File: src/rtl/prescaled_interval_timer.sv
module prescaled_interval_timer #(
  parameter int DW      = 16,
  parameter int EXP_MAX = 8
) (
  input  logic          clk,
  input  logic          rst_n,
  input  logic          wr_en,
  input  logic [1:0]    addr,
  input  logic [DW-1:0] wdata,
  output logic [DW-1:0] rdata,
  output logic          irq
);
  localparam int PW = (EXP_MAX > 0) ? EXP_MAX : 1;

  logic [DW-1:0] ctrl_q, lima_q, limb_q, lat_q, cnt_q;
  logic [PW-1:0] pre_q;
  logic          run_q, irq_q;

  logic [3:0]    exp_eff;
  logic [PW:0]   pre_top;
  logic          pre_last, expire, ctrl_wr, start_ok;
  logic [DW-1:0] w_lim, r_lim;

  assign exp_eff  = (ctrl_q[13:10] > 4'(EXP_MAX)) ? 4'(EXP_MAX) : ctrl_q[13:10];
  assign pre_top  = (PW+1)'(1) << exp_eff;
  assign pre_last = ({1'b0, pre_q} == pre_top - 1'b1);
  assign expire   = run_q && pre_last && (cnt_q == lat_q - 1'b1);
  assign ctrl_wr  = wr_en && (addr == 2'd0);

  assign w_lim    = (wdata[5:4] == 2'b01) ? lima_q : limb_q;
  assign start_ok = (wdata[15:14] == 2'b00) && (wdata[5:4] == 2'b01 || wdata[5:4] == 2'b10)
                    && (w_lim != '0) && !wdata[1];
  assign r_lim    = (ctrl_q[5:4] == 2'b01) ? lima_q : limb_q;

  always_comb begin
    case (addr)
      2'd0:    rdata = ctrl_q;
      2'd1:    rdata = lima_q;
      2'd2:    rdata = limb_q;
      default: rdata = '0;
    endcase
  end

  assign irq = irq_q;

  always_ff @(posedge clk) begin
    if (!rst_n) begin
      ctrl_q <= '0;
      lima_q <= '0;
      limb_q <= '0;
    end else if (wr_en) begin
      case (addr)
        2'd0:    ctrl_q <= wdata;
        2'd1:    lima_q <= wdata;
        2'd2:    limb_q <= wdata;
        default: ;
      endcase
    end
  end

  always_ff @(posedge clk) begin
    if (!rst_n) begin
      run_q <= 1'b0;
      irq_q <= 1'b0;
      pre_q <= '0;
      cnt_q <= '0;
      lat_q <= '0;
    end else if (ctrl_wr) begin
      run_q <= start_ok;
      irq_q <= 1'b0;
      pre_q <= '0;
      cnt_q <= '0;
      lat_q <= w_lim;
    end else begin
      irq_q <= expire && ctrl_q[2];
      if (expire) begin
        pre_q <= '0;
        cnt_q <= '0;
        lat_q <= r_lim;
        run_q <= ctrl_q[7] && (r_lim != '0);
      end else if (run_q) begin
        if (pre_last) begin
          pre_q <= '0;
          cnt_q <= cnt_q + 1'b1;
        end else begin
          pre_q <= pre_q + 1'b1;
        end
      end
    end
  end


  irq_source_chk: assert property (@(posedge clk) disable iff (!rst_n)
    irq |-> ($past(run_q) && ctrl_q[2]));


  run_config_chk: assert property (@(posedge clk) disable iff (!rst_n)
    run_q |-> (ctrl_q[15:14] == 2'b00 && (ctrl_q[5:4] == 2'b01 || ctrl_q[5:4] == 2'b10)
               && !ctrl_q[1] && lat_q != '0));


  oneshot_stop_chk: assert property (@(posedge clk) disable iff (!rst_n)
    (irq && !ctrl_q[7]) |-> !run_q);


  ctrl_restart_chk: assert property (@(posedge clk) disable iff (!rst_n)
    ctrl_wr |=> (pre_q == '0 && cnt_q == '0));


  count_bound_chk: assert property (@(posedge clk) disable iff (!rst_n)
    run_q |-> (cnt_q < lat_q && {1'b0, pre_q} < pre_top));


  limit_hold_chk: assert property (@(posedge clk) disable iff (!rst_n)
    (wr_en && addr != 2'd0 && !expire) |=> $stable(lat_q));
endmodule

File: config.mk
export PLATFORM = sky130hd
export DESIGN_NAME = prescaled_interval_timer
export DESIGN_NICKNAME = d
export VERILOG_FILES = /design/src/rtl/prescaled_interval_timer.sv
export SDC_FILE = /design/constraint.sdc
export NUM_CORES = 1
export LEC_CHECK = 0
export BUFFER_PORTS_ARGS = -buffer_cell sky130_fd_sc_hd__buf_2
export CELL_PAD_IN_SITES_DETAIL_PLACEMENT = 1
export CELL_PAD_IN_SITES_GLOBAL_PLACEMENT = 2
export CORE_MARGIN = 8
export CORE_UTILIZATION = 39
export DETAILED_ROUTE_END_ITERATION = 10
export PLACE_DENSITY = 0.83
export SYNTH_ARGS = -nofsm -noshare
export SYNTH_HDL_FRONTEND = slang
export SYNTH_SLANG_ARGS = --single-unit
File: constraint.sdc
create_clock -name clk -period 9 [get_ports clk]
set_input_delay 1.8 -clock clk [delete_from_list [all_inputs] [get_ports clk]]
set_output_delay 1.8 -clock clk [all_outputs]
set_load 0.02 [all_outputs]
==> results of run 1 <==
## worst register-to-register path, stage by stage (launching register included)
cell	delay (ns)
dfxtp_1	0.38
nor2_2	0.18
nand3_1	0.11
ha_1	0.25
or3_1	0.32
a21oi_1	0.17
o21ai_0	0.20
a2111oi_4	0.80
nand2_4	0.29
nor4_4	0.97
or2_1	0.41
nor2_1	0.10
## power groups by stage
stage,logic (mW),registers [mW],clock network [mW]
floorplan,0.0947,0.426,0
global placement,0.122,0.432,0
detailed placement,0.127,0.433,0
CTS,0.128,0.424,0.423
global route,0.140,0.426,0.437
finish,0.127,0.424,0.413
## per-layer routing
metal  GRT usage  vias to the layer above  wire length [um]
met4      0.0683                        0               252
li1            -                     2226                 -
met2       0.311                       60              7150
met5           0                        -                 0
met3      0.0282                       16               386
met1       0.241                     2216              7220
## path summary, 6_finish.rpt
path	startpoint	slack, ns	depth (start not counted)	to
worst min register to register	ctrl_q[8]	0.48	2	ctrl_q[8]
worst max register to register	ctrl_q[11]	4.69	11	cnt_q[4]
worst max-delay path	addr[1]	4.20	6	rdata[14]
worst min-delay path	ctrl_q[8]	0.48	2	ctrl_q[8]
## final cells by class
type	instances	area, sq um	area share
multi-input cells	488	3060	0.543
flip-flops and latches	90	1800	0.320
clock buffers	13	260	0.0462
well taps	172	215	0.0382
repair buffers	40	208	0.0369
clock inverters	2	60.1	0.0107
inverters	8	30.0	0.00533
## cells in the final DEF, fill, tap and decap left out, drive strengths merged, types with 7 or more instances in the layout
master  instances
o31ai          16
xor2           21
nor4           15
a21boi         48
nand2         142
o21ai          27
clkbuf         13
dfxtp          90
nand4          15
nor3            8
a31oi           7
inv             8
xnor2          14
and3            7
a21oi          27
nand3          13
buf            40
mux2i          38
nor2           32
## cell families (layout without fill, tap and decap cells)
logic type,after synthesis,in the layout,share of synthesized area
multiplexers,39,39,0.0773
flip-flops,90,90,0.355
AO/OA/AOI/OAI,139,139,0.194
adder cells (fa/ha/maj),5,5,0.0123
AND/OR/NAND/NOR,270,270,0.257
XOR/XNOR,35,35,0.0605
buffers and inverters,50,63,0.0432
## metrics by stage
stage	instance area, sq um	utilization	std cells	hold WS (ns)	setup slack (ns)
3_3_place_gp	5310	0.419	798	0.453	4.26
4_1_cts	5630	0.444	813	0.476	4.20
5_1_grt	5630	0.444	813	0.509	4.08
3_5_place_dp	5310	0.419	798	0.467	4.21
6_report	5630	0.444	813	0.476	4.20
2_1_floorplan	5070	-	628	0.443	3.92
## registers in the layout (all words and copies together), names as in the netlist
signal	flops
limb_q	16
pre_q	8
run_q	1
irq	1
cnt_q	16
ctrl_q	16
lima_q	16
lat_q	16
==> impl_metrics.csv, run 1 <==
group,metric,value,unit
synthesis,async_reset_ff_frac,0,
detailed_routing,drtPass1Iterations,4,
power,cellPowerDensity,171,mW/mm^2
global_routing,grt-ovfl-total,0,
power,power.static_leakage,2.16,nW
cells_and_area,n_fill_cell,1563,
worst_setup_path,path_delay_family,"buffers and inverters",
clocking,hold_buffers,0,
worst_setup_path,crit_slowest_cell,"buf_2",
clocking,clkSinkCount,90,
detailed_routing,drt_wl_total,15000,um
synthesis,yosysTopAreaCell,"dfxtp_1",
power,pwr-share-seq,0.440,
clocking,htreeDepth,3,
cells_and_area,diodes,0,
place,gp_congestion,0.852,
place,port-buffer-count,37,
worst_setup_path,worstPathArrival,3.00,ns
sta,slew_viol_final,0,
worst_setup_path,crit_chain,"buf_2 -> nor2b_1 -> buf_4 -> nand2_1 -> o21ai_0 -> buf_2",
power,p_sw_frac,0.257,
floorplan,start_util,0.400,
worst_setup_path,startpoint_type,"input pin",
synthesis,yosys_warnings,0,
sta,relSlewSlack,0.274,
synthesis,syn_avg_cell_area,8.07,sq um
detailed_routing,ant_nets,0,
worst_setup_path,required,7.20,ns
sta,fmax,0.208,GHz
worst_setup_path,worstSetupPathType,"in2out",
synthesis,synthCells,628,
power,pwr-share-clk,0.429,
global_routing,grt_max_degree,70,
power,switchingPower,0.248,mW
floorplan,die_y,130,um
floorplan,pin_count,38,
sta,timing.final.crit_period,4.80,ns
clocking,insertion_delay,0.35,ns
sta,finalHoldViolCount,0,
clocking,cts_max_path_buffers,2,
sta,finalSetupViolCount,0,
synthesis,synth_edf_count,0,
synthesis,synth_nets,654,
sta,max_slew.worst_pin.slew,1.09,ns
detailed_routing,routedWlPerCell,18.5,um
sta,finalSetupTns,0,ns
min_path,min_path_type,"reg2reg",
sta,rsz0062_at_grt,"no",
cells_and_area,nets,663,
clocking,cts_tree,"built",
synthesis,ys.flop_type,"dfxtp_1",
sta,timing.final.crit_share,0.533,
place,hpwl,10800,um
detailed_routing,remaining_drc_errors,0,
synthesis,synth_cell_type_count,58,
floorplan,die-area,0.0169,sq mm
clocking,cts_setup_buffers,0,
floorplan,rows,41,
synthesis,synth_commonest_cells,"nand2_1, dfxtp_1, a21boi_0, mux2i_1, nor2_1",
global_routing,grt_antenna_before_repair,0,
cells_and_area,drive_above_1_share,0.119,
clocking,clkTransAtPathRegs,0.07,ns
floorplan,die_x,130,um
power,p_comb_frac,0.131,
clocking,numCtsBuffers,9,
floorplan,core_area,0.0127,sq mm
synthesis,synthMostInstantiatedCell,"nand2_1",
worst_setup_path,max_stage_delay,0.47,ns
global_routing,grt_pass1_wl,24800,um
worst_setup_path,cp_common_cell,"buf_2",
clocking,ctsResizeCount,0,
global_routing,track_usage,0.187,
worst_setup_path,end_kind,"output pin",
worst_setup_path,crit_buf_inv,3,
sta,finalClockSkew,0.00943,ns
cells_and_area,syn2layout_area_growth,11.1,%
worst_setup_path,worst-path-max-fanout,21,
detailed_routing,viasPerCell,5.56,
power,vdd_drop_max,133,uV
global_routing,grt_pass1_vias,4757,
detailed_routing,vias,4518,
synthesis,synthTopCellsByArea,"dfxtp_1, nand2_1, mux2i_1, a21boi_0, xor2_1",
power,finalPower,0.964,mW
synthesis,yosys_register_bits,90,
power,internal-power,0.716,mW
clocking,root_buffer,"clkbuf_16",
synthesis,synth_top_cell_area_share,0.355,
synthesis,netlist_area,0.00507,sq mm
synthesis,seq_area_frac_synth,0.355,
run_status,outcome,"finished, final reports clean",
detailed_routing,drt_iter0_markers,263,
run,maxCapViolations,0,
Power figures use the tool's default switching activity.
==> run 2: changes to the inputs <==
--- a/config.mk
+++ b/config.mk
@@ -9,9 +9,9 @@
 export CELL_PAD_IN_SITES_DETAIL_PLACEMENT = 1
 export CELL_PAD_IN_SITES_GLOBAL_PLACEMENT = 2
 export CORE_MARGIN = 8
-export CORE_UTILIZATION = 39
+export CORE_UTILIZATION = 33
 export DETAILED_ROUTE_END_ITERATION = 10
-export PLACE_DENSITY = 0.83
+export PLACE_DENSITY = 0.74
 export SYNTH_ARGS = -nofsm -noshare
 export SYNTH_HDL_FRONTEND = slang
 export SYNTH_SLANG_ARGS = --single-unit
==> constraint.sdc (replaced) <==
create_clock -name clk -period 4.3 [get_ports clk]
set_input_delay 0.86 -clock clk [delete_from_list [all_inputs] [get_ports clk]]
set_output_delay 0.86 -clock clk [all_outputs]
set_load 0.02 [all_outputs]
==> impl_metrics.csv, run 2 (same netlist as run 1, synthesis figures left out) <==
group,metric,value,unit
clocking,cts_tree,"built",
sta,timing.final.crit_period,3.51,ns
place,place_area,0.00537,sq mm
detailed_routing,routedWlPerCell,19.0,um
min_path,min_path_type,"reg2reg",
worst_setup_path,timing.rr.start,"lat_q[0]",
clocking,cts_setup_buffers,0,
sta,fmax,0.285,GHz
global_routing,grt_antenna_before_repair,0,
clocking,root_buffer,"clkbuf_16",
floorplan,pin_count,38,
place,gp_congestion,0.885,
power,pwr-share-seq,0.413,
clocking,cts_max_path_buffers,2,
detailed_routing,vias,4581,
sta,slew_viol_final,0,
run,maxCapViolations,0,
power,cellPowerDensity,374,mW/mm^2
worst_setup_path,crit_chain,"inv_1 -> ha_1 -> nor2b_1 -> nand2_1 -> o311ai_1 -> a21oi_1 -> or4_4 -> or3_4 -> o21ai_4 -> a21oi_1",
detailed_routing,remaining_drc_errors,0,
detailed_routing,ant_nets,0,
detailed_routing,viasPerCell,5.49,
floorplan,core_area,0.0151,sq mm
place,place_ws,0.828,ns
floorplan,start_util,0.336,
place,hpwl,11300,um
clocking,htreeDepth,3,
sta,max_slew.worst_pin.slew,0.976,ns
worst_setup_path,max_stage_delay,0.57,ns
sta,finalSetupViolCount,0,
power,pwr-share-clk,0.460,
global_routing,grt-ovfl-total,0,
cells_and_area,nets,668,
cells_and_area,mostFrequentLayoutCell,"nand2_1",
cells_and_area,syn2layout_area_growth,13.2,%
worst_setup_path,end_kind,"register",
cells_and_area,final_cell_mix,"nand2_1, dfxtp_1, a21boi_0",
clocking,hold_buffers,0,
sta,finalHoldViolCount,0,
worst_setup_path,worstPathArrival,3.70,ns
worst_setup_path,worstSetupPathType,"reg2reg",
global_routing,track_usage,0.165,
place,port-buffer-count,37,
floorplan,die_y,140,um
floorplan,die-area,0.0196,sq mm
cells_and_area,drive_above_1_share,0.128,
min_path,hold_depth,2,
power,p_sw_frac,0.251,
global_routing,grt_pass1_vias,4852,
clocking,clkSinkCount,90,
cells_and_area,diodes,0,
sta,rsz0062_at_grt,"no",
worst_setup_path,worst-path-max-fanout,16,
worst_setup_path,crit_buf_inv,1,
worst_setup_path,startpoint_type,"register",
power,switchingPower,0.539,mW
run_status,outcome,"finished, final reports clean",
clocking,numCtsBuffers,9,
detailed_routing,drt_wl_total,15800,um
floorplan,rows,45,
detailed_routing,drtPass1Iterations,4,
min_path,worstHoldStart,"ctrl_q[9]",
clocking,insertion_delay,0.34,ns
cells_and_area,finish.instance_area,0.00574,sq mm
sta,relSlewSlack,0.344,
worst_setup_path,r2r_cells,10,
min_path,hold_path_end,"ctrl_q[9]",
worst_setup_path,cp_common_cell,"a21oi_1",
global_routing,grt_pass1_wl,25900,um
global_routing,grt_max_degree,69,
worst_setup_path,required,4.49,ns
worst_setup_path,r2r-end,"lat_q[3]",
sta,finalSetupTns,0,ns
worst_setup_path,r2r_slack,0.79,ns
floorplan,die_x,140,um
sta,finalClockSkew,0.00977,ns
worst_setup_path,path_delay_family,"simple AND/OR/NAND/NOR gates",
clocking,ctsResizeCount,0,
detailed_routing,drt_iter0_markers,320,
power,p_comb_frac,0.127,
sta,timing.final.crit_share,0.817,
worst_setup_path,crit_slowest_cell,"or4_4",
sta,setup_slack,0.786,ns
power,vdd_drop_max,189,uV
clocking,clkTransAtPathRegs,0.07,ns
power,power.static_leakage,2.21,nW
power,internal-power,1.61,mW
## run 2: cell types whose count changed in the layout (fill, tap and decap cells not counted)
| cell | delta |
|---|---|
| buf_4 | +5 |
| bufinv_16 | +2 |
| clkbuf_1 | -1 |
| clkbuf_8 | -1 |
| clkinv_2 | +1 |
## run 2: cell type report
type,instances,area (sq um)
Fill cell,1809,9350
Multi-Input combinational cell,488,3060
Sequential cell,90,1800
Timing Repair Buffer,45,245
Clock buffer,11,243
Tap cell,188,235
Clock inverter,5,125
Inverter,8,30.0
## run 2: worst max-delay path by stage
stage,startpoint,end,cells after the start
after CTS,lat_q[0],lat_q[3],10
after floorplan,addr[1],rdata[0],4
after global placement,ctrl_q[11],cnt_q[10],13
after global routing,lat_q[3],lat_q[3],8
after detailed placement,lat_q[0],lat_q[3],10
final,lat_q[0],lat_q[3],10
## run 2: stage by stage
step,std cells,hold slack (ns),power (mW),util
floorplan,628,0.443,1.09,-
global placement,819,0.455,1.17,0.356
detailed placement,819,0.459,1.18,0.356
CTS,835,0.469,2.16,0.380
global route,835,0.508,2.23,0.380
finish,835,0.468,2.15,0.380
## run 2: power groups by stage
stage               Sequential [mW]  Combinational (mW)  Clock (mW)
floorplan                     0.891               0.198           0
global placement              0.903               0.265           0
detailed placement            0.905               0.272           0
CTS                           0.886               0.274        1.00
global route                  0.890               0.301        1.04
finish                        0.886               0.273       0.986
## run 2: worst reg2reg max path: stages, from the launching register on
cell,delay (ns)
dfxtp_1,0.38
inv_1,0.09
ha_1,0.26
nor2b_1,0.42
nand2_1,0.10
o311ai_1,0.27
a21oi_1,0.11
or4_4,0.57
or3_4,0.50
o21ai_4,0.50
a21oi_1,0.17
## run 2: routing by layer
metal,vias to the layer above,routed length (um),track usage
met3,23,382,0.0248
li1,2236,-,-
met4,0,317,0.0606
met5,-,0,0
met2,55,7650,0.286
met1,2267,7480,0.203
